<file path="src/rtl/crit_alarm_pkg.sv">
package crit_alarm_pkg;
    typedef enum logic {CH_ARMED, CH_TRIPPED} ch_state_t;
    typedef enum logic {FLT_CLEAR, FLT_STUCK} flt_state_t;
endpackage

</file>
<file path="src/rtl/crit_chan_fsm.sv">
module crit_chan_fsm
    import crit_alarm_pkg::*;
#(
    parameter int TW   = 8,
    parameter int HYST = 5
) (
    input  logic                 clk,
    input  logic                 rst_n,
    input  logic                 soft_rst,
    input  logic signed [TW-1:0] temp,
    input  logic signed [TW-1:0] limit,
    input  logic                 status_rd,
    output logic                 alarm,
    output logic                 flag
);
    localparam int MINV = -(2 ** (TW - 1));
    localparam logic signed [TW:0] MIN_EXT = MINV;
    localparam logic signed [TW:0] HYST_EXT = HYST;

    ch_state_t state, nxt;
    logic signed [TW:0]   rearm_ext;
    logic signed [TW-1:0] rearm;
    logic hot, cool, trip_evt;

    // rearm threshold = limit - HYST, saturated at the most negative value
    always_comb begin
        rearm_ext = {limit[TW-1], limit} - HYST_EXT;
        rearm     = (rearm_ext < MIN_EXT) ? MIN_EXT[TW-1:0] : rearm_ext[TW-1:0];
        hot       = (temp >= limit);
        cool      = (temp < rearm);
    end

    always_comb begin
        nxt = state;
        unique case (state)
            CH_ARMED:   if (hot)  nxt = CH_TRIPPED;
            CH_TRIPPED: if (cool) nxt = CH_ARMED;
            default:    nxt = CH_ARMED;
        endcase
    end

    always_ff @(posedge clk or negedge rst_n) begin
        if (!rst_n)        state <= CH_ARMED;
        else if (soft_rst) state <= CH_ARMED;
        else               state <= nxt;
    end

    // flag: clear by read first, then a new trip sets it
    always_ff @(posedge clk or negedge rst_n) begin
        if (!rst_n)        flag <= 1'b0;
        else if (soft_rst) flag <= 1'b0;
        else               flag <= (flag & ~status_rd) | trip_evt;
    end

    always_comb begin
        trip_evt = (state == CH_ARMED) && hot;
        alarm    = (state == CH_TRIPPED);
    end
endmodule

</file>
<file path="src/rtl/crit_fault_latch.sv">
module crit_fault_latch
    import crit_alarm_pkg::*;
(
    input  logic clk,
    input  logic rst_n,
    input  logic soft_rst,
    input  logic fault_strobe,
    output logic stuck
);
    flt_state_t state, nxt;

    always_comb begin
        nxt = state;
        unique case (state)
            FLT_CLEAR: if (fault_strobe) nxt = FLT_STUCK;
            FLT_STUCK: nxt = FLT_STUCK;
            default:   nxt = FLT_CLEAR;
        endcase
    end

    always_ff @(posedge clk or negedge rst_n) begin
        if (!rst_n)        state <= FLT_CLEAR;
        else if (soft_rst) state <= FLT_CLEAR;
        else               state <= nxt;
    end

    always_comb stuck = (state == FLT_STUCK);
endmodule

</file>
<file path="src/rtl/crit_temp_alarm.sv">
module crit_temp_alarm #(
    parameter int TW   = 8,
    parameter int HYST = 5
) (
    input  logic                 clk,
    input  logic                 rst_n,
    input  logic                 soft_rst,
    input  logic signed [TW-1:0] temp_local,
    input  logic signed [TW-1:0] temp_remote,
    input  logic signed [TW-1:0] limit_local,
    input  logic signed [TW-1:0] limit_remote,
    input  logic                 fault_strobe,
    input  logic                 status_rd,
    input  logic                 alarm_en,
    input  logic                 ltc_ie,
    input  logic                 rtc_ie,
    input  logic                 rtf_ie,
    output logic                 alarm_oe,
    output logic                 alarm_low,
    output logic                 flag_ltc,
    output logic                 flag_rtc,
    output logic                 flag_rtf,
    output logic                 alert_n
);
    localparam int NUM_CH    = 2;
    localparam int CH_LOCAL  = 0;
    localparam int CH_REMOTE = 1;

    logic signed [TW-1:0] temp_arr  [NUM_CH];
    logic signed [TW-1:0] limit_arr [NUM_CH];
    logic [NUM_CH-1:0] ch_alarm, ch_flag, ch_ie;

    assign temp_arr[CH_LOCAL]   = temp_local;
    assign temp_arr[CH_REMOTE]  = temp_remote;
    assign limit_arr[CH_LOCAL]  = limit_local;
    assign limit_arr[CH_REMOTE] = limit_remote;
    assign ch_ie                = {rtc_ie, ltc_ie};

    for (genvar c = 0; c < NUM_CH; c++) begin : g_ch
        crit_chan_fsm #(.TW(TW), .HYST(HYST)) u_ch (
            .clk       (clk),
            .rst_n     (rst_n),
            .soft_rst  (soft_rst),
            .temp      (temp_arr[c]),
            .limit     (limit_arr[c]),
            .status_rd (status_rd),
            .alarm     (ch_alarm[c]),
            .flag      (ch_flag[c])
        );
    end

    crit_fault_latch u_fault (
        .clk          (clk),
        .rst_n        (rst_n),
        .soft_rst     (soft_rst),
        .fault_strobe (fault_strobe),
        .stuck        (flag_rtf)
    );

    always_comb begin
        flag_ltc  = ch_flag[CH_LOCAL];
        flag_rtc  = ch_flag[CH_REMOTE];
        alarm_oe  = alarm_en;
        alarm_low = alarm_en & ((|ch_alarm) | flag_rtf);
        alert_n   = ~((|(ch_flag & ch_ie)) | (flag_rtf & rtf_ie));
    end
endmodule

</file>
<file path="config.mk">
export PLATFORM = sky130hd
export DESIGN_NAME = crit_temp_alarm
export DESIGN_NICKNAME = d
export VERILOG_FILES = /design/src/rtl/crit_alarm_pkg.sv /design/src/rtl/crit_chan_fsm.sv /design/src/rtl/crit_fault_latch.sv /design/src/rtl/crit_temp_alarm.sv
export SDC_FILE = /design/constraint.sdc
export NUM_CORES = 1
export LEC_CHECK = 0
export ABC_CLOCK_PERIOD_IN_PS = 2800
export BUFFER_PORTS_ARGS = -buffer_cell sky130_fd_sc_hd__clkbuf_2
export CORE_ASPECT_RATIO = 0.75
export CORE_UTILIZATION = 30
export DETAILED_ROUTE_END_ITERATION = 6
export SLEW_MARGIN = 15
export SYNTH_ARGS = -nofsm -noshare
export SYNTH_HDL_FRONTEND = slang
export SYNTH_HIERARCHICAL = 1
export SYNTH_SLANG_ARGS = --single-unit
</file>
<file path="constraint.sdc">
create_clock -name clk -period 2.8 [get_ports clk]
set_input_delay 0.56 -clock clk [delete_from_list [all_inputs] [get_ports clk]]
set_output_delay 0.56 -clock clk [all_outputs]
set_load 0.1 [all_outputs]
</file>
# ---- Yosys cells after proc, flatten, opt, wreduce, memory -nomap -nowiden
# Index checks and enable logic that the tools add are counted.
dict set report totals {
  word_cells 46
  reg_bits 5
  input_bits 41
  out_inout_bits 6
}
dict set report classes {
  n_addsub 2
  n_bitwise 14
  magnitude_cmp 6
  mux 15
  n_reduce_logical 4
}
# op n
set op_table {}
lappend op_table {{9-bit by 8-bit < comparator with 1-bit output (second input constant)} 2}
lappend op_table {{8-bit by 4-bit subtractor with 9-bit output (second input constant)} 2}
lappend op_table {{8-bit greater-or-equal comparator} 2}
lappend op_table {{8-bit < comparator} 2}
lappend op_table {{8-bit 2-to-1 mux} 2}
lappend op_table {{1-bit 2-to-1 mux} 10}
lappend op_table {{1-bit case mux with 2 select lines} 3}
lappend op_table {{1-bit NOT} 5}
lappend op_table {{1-bit AND} 4}
lappend op_table {{1-bit OR} 4}
lappend op_table {{2-bit OR reduction} 2}
lappend op_table {{2-bit AND} 1}
lappend op_table {{1-bit logical AND} 2}

# ---- Depth between registers and ports, before layout
# Gate-level depths: netlist of run 1.
dict set report depth {
  ltp_word 7
  depth_mapped 12
  mapped_depth_nobuf 12
}

# ---- Cells and area by module
# Netlist of run 1, hierarchy kept.
# mod seq_area_each_um2 instances cells_each area_each_um2
set modules_own_cells {}
lappend modules_own_cells {{crit_chan_fsm (g_ch[0].u_ch)} 50.0 1 82 624.3}
lappend modules_own_cells {{crit_chan_fsm (g_ch[1].u_ch)} 50.0 1 75 604.3}
lappend modules_own_cells {crit_fault_latch 25.0 1 2 35.0}
lappend modules_own_cells {crit_temp_alarm 0.0 1 3 26.3}

# ---- Worst setup path after synthesis of run 1
# Ideal clock, no wire load.
dict set report synth_path {
  path_type {register to output}
  startpoint {register g_ch[0].u_ch.flag}
  endpoint {output port alert_n}
  required_ns 2.240
  path_stages_with_launch 2
  n_path_buf 0
  slack_ns -1.045
  arrival_time_ns 3.285
  cell_sequence {dfrtp_1 -> a222oi_1}
}
dict set report synth_between {
  elab_chain_cells 4
}
# element line_no
set synth_lines {}
lappend synth_lines {{from (decl)} crit_chan_fsm.sv:14} ;# output logic flag
lappend synth_lines {{from (signal assigned)} crit_chan_fsm.sv:52} ;# else flag <= (flag & ~status_rd) | trip_evt;
lappend synth_lines {{2-bit AND} crit_temp_alarm.sv:65} ;# alert_n = ~((|(ch_flag & ch_ie)) | (flag_rtf & rtf_ie));
lappend synth_lines {{2-bit OR reduction} crit_temp_alarm.sv:65}
lappend synth_lines {{1-bit OR} crit_temp_alarm.sv:65}
lappend synth_lines {{1-bit NOT} crit_temp_alarm.sv:65}
lappend synth_lines {{to (decl)} crit_temp_alarm.sv:23} ;# output logic alert_n
# Every way passes these cells.

# ---- Worst setup path in the final report of run 1
dict set report layout_path {
  startpoint {input port limit_local[1]}
  endpoint {register g_ch[0].u_ch.state}
}
dict set report layout_between {
  elab_chain_cells 7
  word_cells_on_any_way 9
  classes_between {1 x add/sub; 3 x order compare; 5 x mux}
}
# element line_no
set layout_lines {}
lappend layout_lines {{from (decl)} crit_temp_alarm.sv:10} ;# input logic signed [TW-1:0] limit_local,
lappend layout_lines {{8-bit by 4-bit subtractor with 9-bit output} crit_chan_fsm.sv:27} ;# rearm_ext = {limit[TW-1], limit} - HYST_EXT;
lappend layout_lines {{9-bit by 8-bit < comparator with 1-bit output} crit_chan_fsm.sv:28} ;# rearm = (rearm_ext < MIN_EXT) ? MIN_EXT[TW-1:0] : rearm_ext[TW-1:0];
lappend layout_lines {{8-bit 2-to-1 mux} crit_chan_fsm.sv:28}
lappend layout_lines {{8-bit < comparator} crit_chan_fsm.sv:30} ;# cool = (temp < rearm);
lappend layout_lines {{1-bit 2-to-1 mux} crit_chan_fsm.sv:37} ;# CH_TRIPPED: if (cool) nxt = CH_ARMED;
lappend layout_lines {{1-bit case mux with 2 select lines *} crit_chan_fsm.sv:35} ;# unique case (state)
lappend layout_lines {{1-bit 2-to-1 mux *} crit_chan_fsm.sv:44} ;# else if (soft_rst) state <= CH_ARMED;
lappend layout_lines {{to (signal assigned)} crit_chan_fsm.sv:45} ;# else state <= nxt;
lappend layout_lines {{to (decl)} crit_chan_fsm.sv:20} ;# ch_state_t state, nxt;
# Mark *: on every way between the ends. The rest lies on a longest branch, timed or not.

==> results of run 1 <==
==> area by class of cell <==
cell class	instances	share of cell area
Clock buffer	4	0.0255
Tap cell	55	0.0389
Inverter	23	0.0488
Multi-Input combinational cell	132	0.636
Sequential cell	5	0.0743
Timing Repair Buffer	57	0.177
==> worst max-delay path, stage by stage <==
cell	delay (ps)
clkbuf_2	90
inv_2	70
ha_4	140
or3b_4	390
mux2i_4	200
nor3_2	80
a21oi_2	120
ha_1	260
nand4_1	140
a211oi_1	70
a41o_1	220
or4_4	490
o211ai_2	80
==> synthesized netlist by cell type, drive strengths merged, types with 3 or more instances <==
| library cell | n |
|---|---|
| nand3 | 3 |
| nor2 | 7 |
| a21oi | 16 |
| mux2i | 3 |
| inv | 23 |
| nor3 | 5 |
| a211oi | 3 |
| o211ai | 3 |
| ha | 32 |
| xnor2 | 8 |
| dfrtp | 5 |
| nand2 | 12 |
| a21o | 3 |
| nand2b | 8 |
==> flip-flops by register name, indices dropped and copies added, names as in the netlist <==
register	cells
g_ch.u_ch/alarm	2
g_ch.u_ch/flag	2
u_fault/stuck	1
==> worst max-delay path by stage <==
stage,startpoint,to,slack [ps]
after floorplan,g_ch[0].u_ch/flag,alert_n,-850
after global placement,limit_local[1],g_ch[0].u_ch/alarm,-270
after global routing,limit_local[0],g_ch[0].u_ch/alarm,-100
after CTS,limit_local[1],g_ch[0].u_ch/alarm,3
after detailed placement,limit_local[1],g_ch[0].u_ch/alarm,-270
final,limit_local[1],g_ch[0].u_ch/alarm,40
==> per-stage QoR <==
step           cells  power, mW  cell area (sq um)  TNS, ps  hold slack [ps]
2_1_floorplan    162      0.339               1300     -852              264
3_5_place_dp     270      0.440               1650     -266              383
3_3_place_gp     270      0.441               1650     -267              386
4_1_cts          275      0.585               1720        0              150
5_1_grt          276      0.640               1770    -97.6              158
6_report         276      0.590               1770        0              151
==> cells by family (layout without fill, tap and decap cells) <==
logic type | after synthesis | in the layout
AOI/OAI and AO/OA | 41 | 41
muxes | 3 | 3
adders and majority gates | 32 | 32
and+or+nand+nor | 48 | 48
DFF | 5 | 5
buffers and inverters | 25 | 84
xor gates and xnor gates | 8 | 8
==> layer usage <==
metal,vias up,GRT usage,routed length (microns)
met5,-,0,0
met4,0,0.0243,0
met3,0,0.0248,178
met2,41,0.230,1340
met1,606,0.249,1910
li1,713,-,-
==> power groups by stage <==
stage / Clock (mW) / Combinational (mW) / Sequential (mW)
final: 0.134 / 0.357 / 0.0987
after CTS: 0.138 / 0.348 / 0.0989
after global routing: 0.145 / 0.394 / 0.101
after detailed placement: 0 / 0.340 / 0.0993
after floorplan: 0 / 0.201 / 0.138
after global placement: 0 / 0.341 / 0.0997
==> repair_timing <==
| action | 4_1_cts | 5_1_grt |
|---|---|---|
| setup buffers | 1 | 1 |
| pin swaps | 2 | 3 |
| gates resized for setup | 3 | 9 |
| endpoints found under the setup margin | 1 | 1 |
==> metrics.md, run 1 <==
| Metric | Value |
|---|---|
| Die X-Extent | 77.7 microns |
| # setup viols final | 0 |
| Register area share after synthesis | 0.0970 |
| Post-synth top area cell | ha_1 |
| Total clock sinks | 5 |
| Num CTS Buffers | 3 |
| Drc violations | 0 |
| Nets@finish | 295 |
| Most common cell after layout, fill and taps aside | clkbuf_2 |
| Leak | 0.934 nW |
| Tmin final | 2760 ps |
| RSZ-0062 raised after global routing | true |
| CP startpoint kind | input port |
| Final ANT Viol Nets | 0 |
| Root Driver | clkbuf_8 |
| Fin util | 0.433 |
| Layout cell share with drive strength beyond 1 | 0.367 |
| Core ar. | 4080 sq um |
| Die area | 4570 sq um |
| Largest net degree at the start of global routing | 8 |
| Max Fclk | 362 MHz |
| Power Internal | 0.322 mW |
| Worst setup EP type | flop |
| Area Overhead vs Synth | 37.1% |
| WP data arrival | 2910 ps |
| Switching share of total power | 0.454 |
| Reg2reg path depth | 3 |
| Max cap viols | 0 |
| Critical register-to-register path startpoint | g_ch[0].u_ch/alarm |
| Htree depth | 1 |
| Critical path peak fanout | 3 |
| Commonest non-fill, non-tap cells in the layout | clkbuf_2 (46), ha_1 (30), inv_1 (21) |
| Gr usage total | 0.159 |
| FP Rows | 20 |
| Share of power burned in registers | 0.167 |
| IO buf count | 46 |
| Tcrit/Tclk final | 0.987 |
| PnR worst setup slack | 35.6 ps |
| Clock latency on the worst-skew pair | 220 ps |
| Post-synthesis adder-cell area fraction | 0.310 |
| Reg-to-reg critical path endpoint | g_ch[0].u_ch/alarm |
| First-pass GRT wire length | 5.83 mm |
| Endpoints failing hold | 0 |
| Pre-CTS setup slack | -266 ps |
| Post-Synthesis Cells | 162 |
| Via density | 4.93 |
| Final Skew | 3.15 ps |
| Area of the multi-input gates | 1120 sq um |
| Max-slew violation count | 0 |
| Psw | 0.268 mW |
| Synth Area in XOR/XNOR | 0.0543 |
| CTS Hold Bufs | 0 |
| FF+latch area | 131 sq um |
| Initial antenna violation count | 0 |
| Pwr/cell area | 333 nW/um^2 |
| Fill cell count | 421 |
| Compound-cell area share of the yosys netlist | 0.233 |
| WS Path Type | in -> reg |
| GR Overflow Total | 0 |
| WL/cell | 12.4 microns |
| Die Y | 58.8 microns |
| WP data required | 2940 ps |
| Post-synthesis mux area share | 0.0233 |
| Vias | 1360 |
| Largest family of logic cells by synthesized area | adder cells |
| Hold Path Class | in -> async |
| Top_reg_cell synth | dfrtp_1 |
| Vias in the first global route | 1291 |
| Total iterations of the first detailed-routing run | 4 |
| Max Root-Sink Buffers | 2 |
| Clk network pwr share | 0.227 |
| Register-to-register setup slack | 1640 ps |
| Logic pwr share | 0.606 |
| Routed WL | 3.42 mm |
| Initial drt markers | 94 |
| Mapped cell area | 1290 sq um |
| #FFs+latches synth | 5 |
| Netlist cell types | 43 |
| EDFF count, synth | 0 |
| Rel. slew slack | 0.640 |
| Status | finished clean |
| Detail Placement HPWL | 2.89 mm |
| Clock slew at reported path FFs | 40 ps |
| Mean Syn Cell Area | 7.96 sq um |
| CTS tree | built |
| Initial core utilization | 0.316 |
| Maximum VDD drop | 0.330 mV |
| Top cell type's share of synthesized area | 0.310 |
| Simple-Gate Fraction of Synth Area | 0.206 |
| Synth warn | 6 |
| Top post-synthesis cells by area | ha_1 (31%), dfrtp_1 (9.7%), inv_1 (6.7%) |
| I/O pin cnt | 47 |
| Placer Congestion | 0.813 |
| Pin slew with the least headroom to its limit | 542 ps |
| Async set-or-reset flop fraction in the synthesized netlist | 1.00 |
| Mapped Nets | 235 |
| ANT cells | 0 |
No activity file was read; power rests on OpenSTA's default activity.
==> run 2: changes to the inputs <==
--- a/config.mk
+++ b/config.mk
@@ -10,6 +10,7 @@
 export CORE_ASPECT_RATIO = 0.75
 export CORE_UTILIZATION = 30
 export DETAILED_ROUTE_END_ITERATION = 6
+export REMOVE_ABC_BUFFERS = 1
 export SLEW_MARGIN = 15
 export SYNTH_ARGS = -nofsm -noshare
 export SYNTH_HDL_FRONTEND = slang
==> run 2 against run 1 <==
Against the previous run:
- global-route usage up 0.41 points
- critical path depth unchanged
- clock-buffer cell count unchanged
- first-iteration DRC count down 27%
- register-to-register slack about the same
- clock skew down 1.1 ps
- design area up 3.1%
- via count up 1.2%
- combinational power up 3%
- sequential power down 0.8%
- critical endpoint unchanged
==> metrics.md, run 2 (synthesis results as in run 1) <==
| Metric | Value |
|---|---|
| Status | finished clean |
| Max Root-Sink Buffers | 2 |
| Reg2reg path depth | 3 |
| Root Driver | clkbuf_8 |
| Clock slew at reported path FFs | 40 ps |
| Max Fclk | 359 MHz |
| Final ANT Viol Nets | 0 |
| Core ar. | 4080 sq um |
| Total clock sinks | 5 |
| Setup TNS | 0 ps |
| Max-slew violation count | 0 |
| WL/cell | 11.7 microns |
| Placer Congestion | 0.822 |
| CP startpoint kind | input port |
| Num CTS Buffers | 3 |
| Vias in the first global route | 1249 |
| Die area | 4570 sq um |
| Rel. slew slack | 0.639 |
| Maximum VDD drop | 0.281 mV |
| Worst setup EP type | flop |
| Clock latency on the worst-skew pair | 230 ps |
| Total iterations of the first detailed-routing run | 4 |
| Initial drt markers | 69 |
| Final Skew | 2.00 ps |
| Initial core utilization | 0.316 |
| WS Path Type | in -> reg |
| Slowest stage delay, CP | 480 ps |
| WP data arrival | 2930 ps |
| Slowest cell on crit path | or4_4 |
| FP Rows | 20 |
| Critical path peak fanout | 3 |
| Via density | 4.85 |
| Most common cell after layout, fill and taps aside | clkbuf_2 |
| Initial antenna violation count | 0 |
| Critical register-to-register path startpoint | g_ch[0].u_ch/alarm |
| Layout cell share with drive strength beyond 1 | 0.362 |
| Crit path cell chain | buf_8 -> inv_4 -> ha_4 -> or3b_1 -> mux2i_2 -> nor3_1 -> a21oi_1 -> ha_1 -> nand4_1 -> a211oi_2 -> a41o_1 -> or4_4 -> o211ai_2 |
| Tmin final | 2780 ps |
| Hold slack | 138 ps |
| Htree depth | 1 |
| CTS tree | built |
| Leak | 0.979 nW |
| Pwr/cell area | 331 nW/um^2 |
| Detail Placement HPWL | 2.92 mm |
| Nets@finish | 303 |
| GR Overflow Total | 0 |
| Area Overhead vs Synth | 41.3% |
| Largest net degree at the start of global routing | 8 |
| Die X-Extent | 77.7 microns |
| Tcrit/Tclk final | 0.994 |
| Commonest non-fill, non-tap cells in the layout | clkbuf_2 (44), ha_1 (31), inv_1 (21) |
| Die Y | 58.8 microns |
| Reg-to-reg critical path endpoint | g_ch[0].u_ch/alarm |
| Vias | 1376 |
| Endpoints failing hold | 0 |
| First-pass GRT wire length | 5.75 mm |
| Hold Path Class | in -> async |
| Drc violations | 0 |
| WP data required | 2950 ps |
| # setup viols final | 0 |
| RSZ-0062 raised after global routing | true |
| Pin slew with the least headroom to its limit | 543 ps |
| Routed WL | 3.33 mm |
| Gr usage total | 0.163 |
| ANT cells | 0 |
| Register-to-register setup slack | 1650 ps |
| IO buf count | 46 |
| I/O pin cnt | 47 |
| Max cap viols | 0 |
-- run 2: cell types whose count changed in the layout (fill, tap and decap cells not counted), sizes merged --
cell	change
buf	+10
clkbuf	-2
-- run 2: per-layer routing --
metal	global-route usage	routed length (microns)	share of wire
met1	0.246	1850	0.56
met2	0.230	1260	0.38
met3	0.0295	177	0.053
met4	0.0566	41	0.012
met5	0	0	0
-- run 2: layout make-up --
type                       instances  area [sq um]
clock buffer                       4          45.0
fill                             421          2260
inverter                          23          91.3
multi-input combinational        132          1100
sequential                         5           125
tap                               55          68.8
timing repair buffer              65           393
-- run 2: per-stage QoR --
step	util	setup WS (ps)	total power [mW]	instances	cell area, sq um
after global placement	0.416	-234	0.449	277	1700
after detailed placement	0.416	-371	0.449	277	1700
final	0.447	17.1	0.604	284	1820
after global routing	0.447	-99.6	0.660	284	1820
after floorplan	-	-1040	0.328	160	1280
after CTS	0.433	17.5	0.598	282	1770
-- run 2: what timing repair did --
item                                    in CTS  in global routing
gates cloned                                 0                  0
buffers inserted                             1                  2
pin swaps                                    5                  7
gates resized for setup                      6                 11
hold buffers                                 0                  0
endpoints found under the setup margin       1                  1
endpoints found under the hold margin        0                  0
-- run 2: worst max-delay path by stage --
stage,startpoint,endpoint,slack [ps]
2_1_floorplan,g_ch[0].u_ch/flag,alert_n,-1040
3_3_place_gp,limit_local[1],g_ch[0].u_ch/alarm,-230
3_5_place_dp,limit_local[1],g_ch[0].u_ch/alarm,-370
4_1_cts,limit_local[1],g_ch[0].u_ch/alarm,20
5_1_grt,limit_local[0],g_ch[0].u_ch/alarm,-100
6_report,limit_local[0],g_ch[0].u_ch/alarm,20
-- run 2: critical path: cells and delay by family --
kind                     cells  cell delay, ps
AO/OA/AOI/OAI                4             500
adder cells (fa/ha/maj)      2             390
buffers and inverters        2             150
multiplexers                 1             230
AND/OR/NAND/NOR              4            1110
-- run 2: report_power, final --
| part | switching (mW) | total (mW) | internal, mW | leakage [nW] |
|---|---|---|---|---|
| Combinational | 0.221 | 0.367 | 0.146 | 0.893 |
| Clock | 0.0405 | 0.139 | 0.0982 | 0.0228 |
| Sequential | 0.0133 | 0.0979 | 0.0846 | 0.0636 |
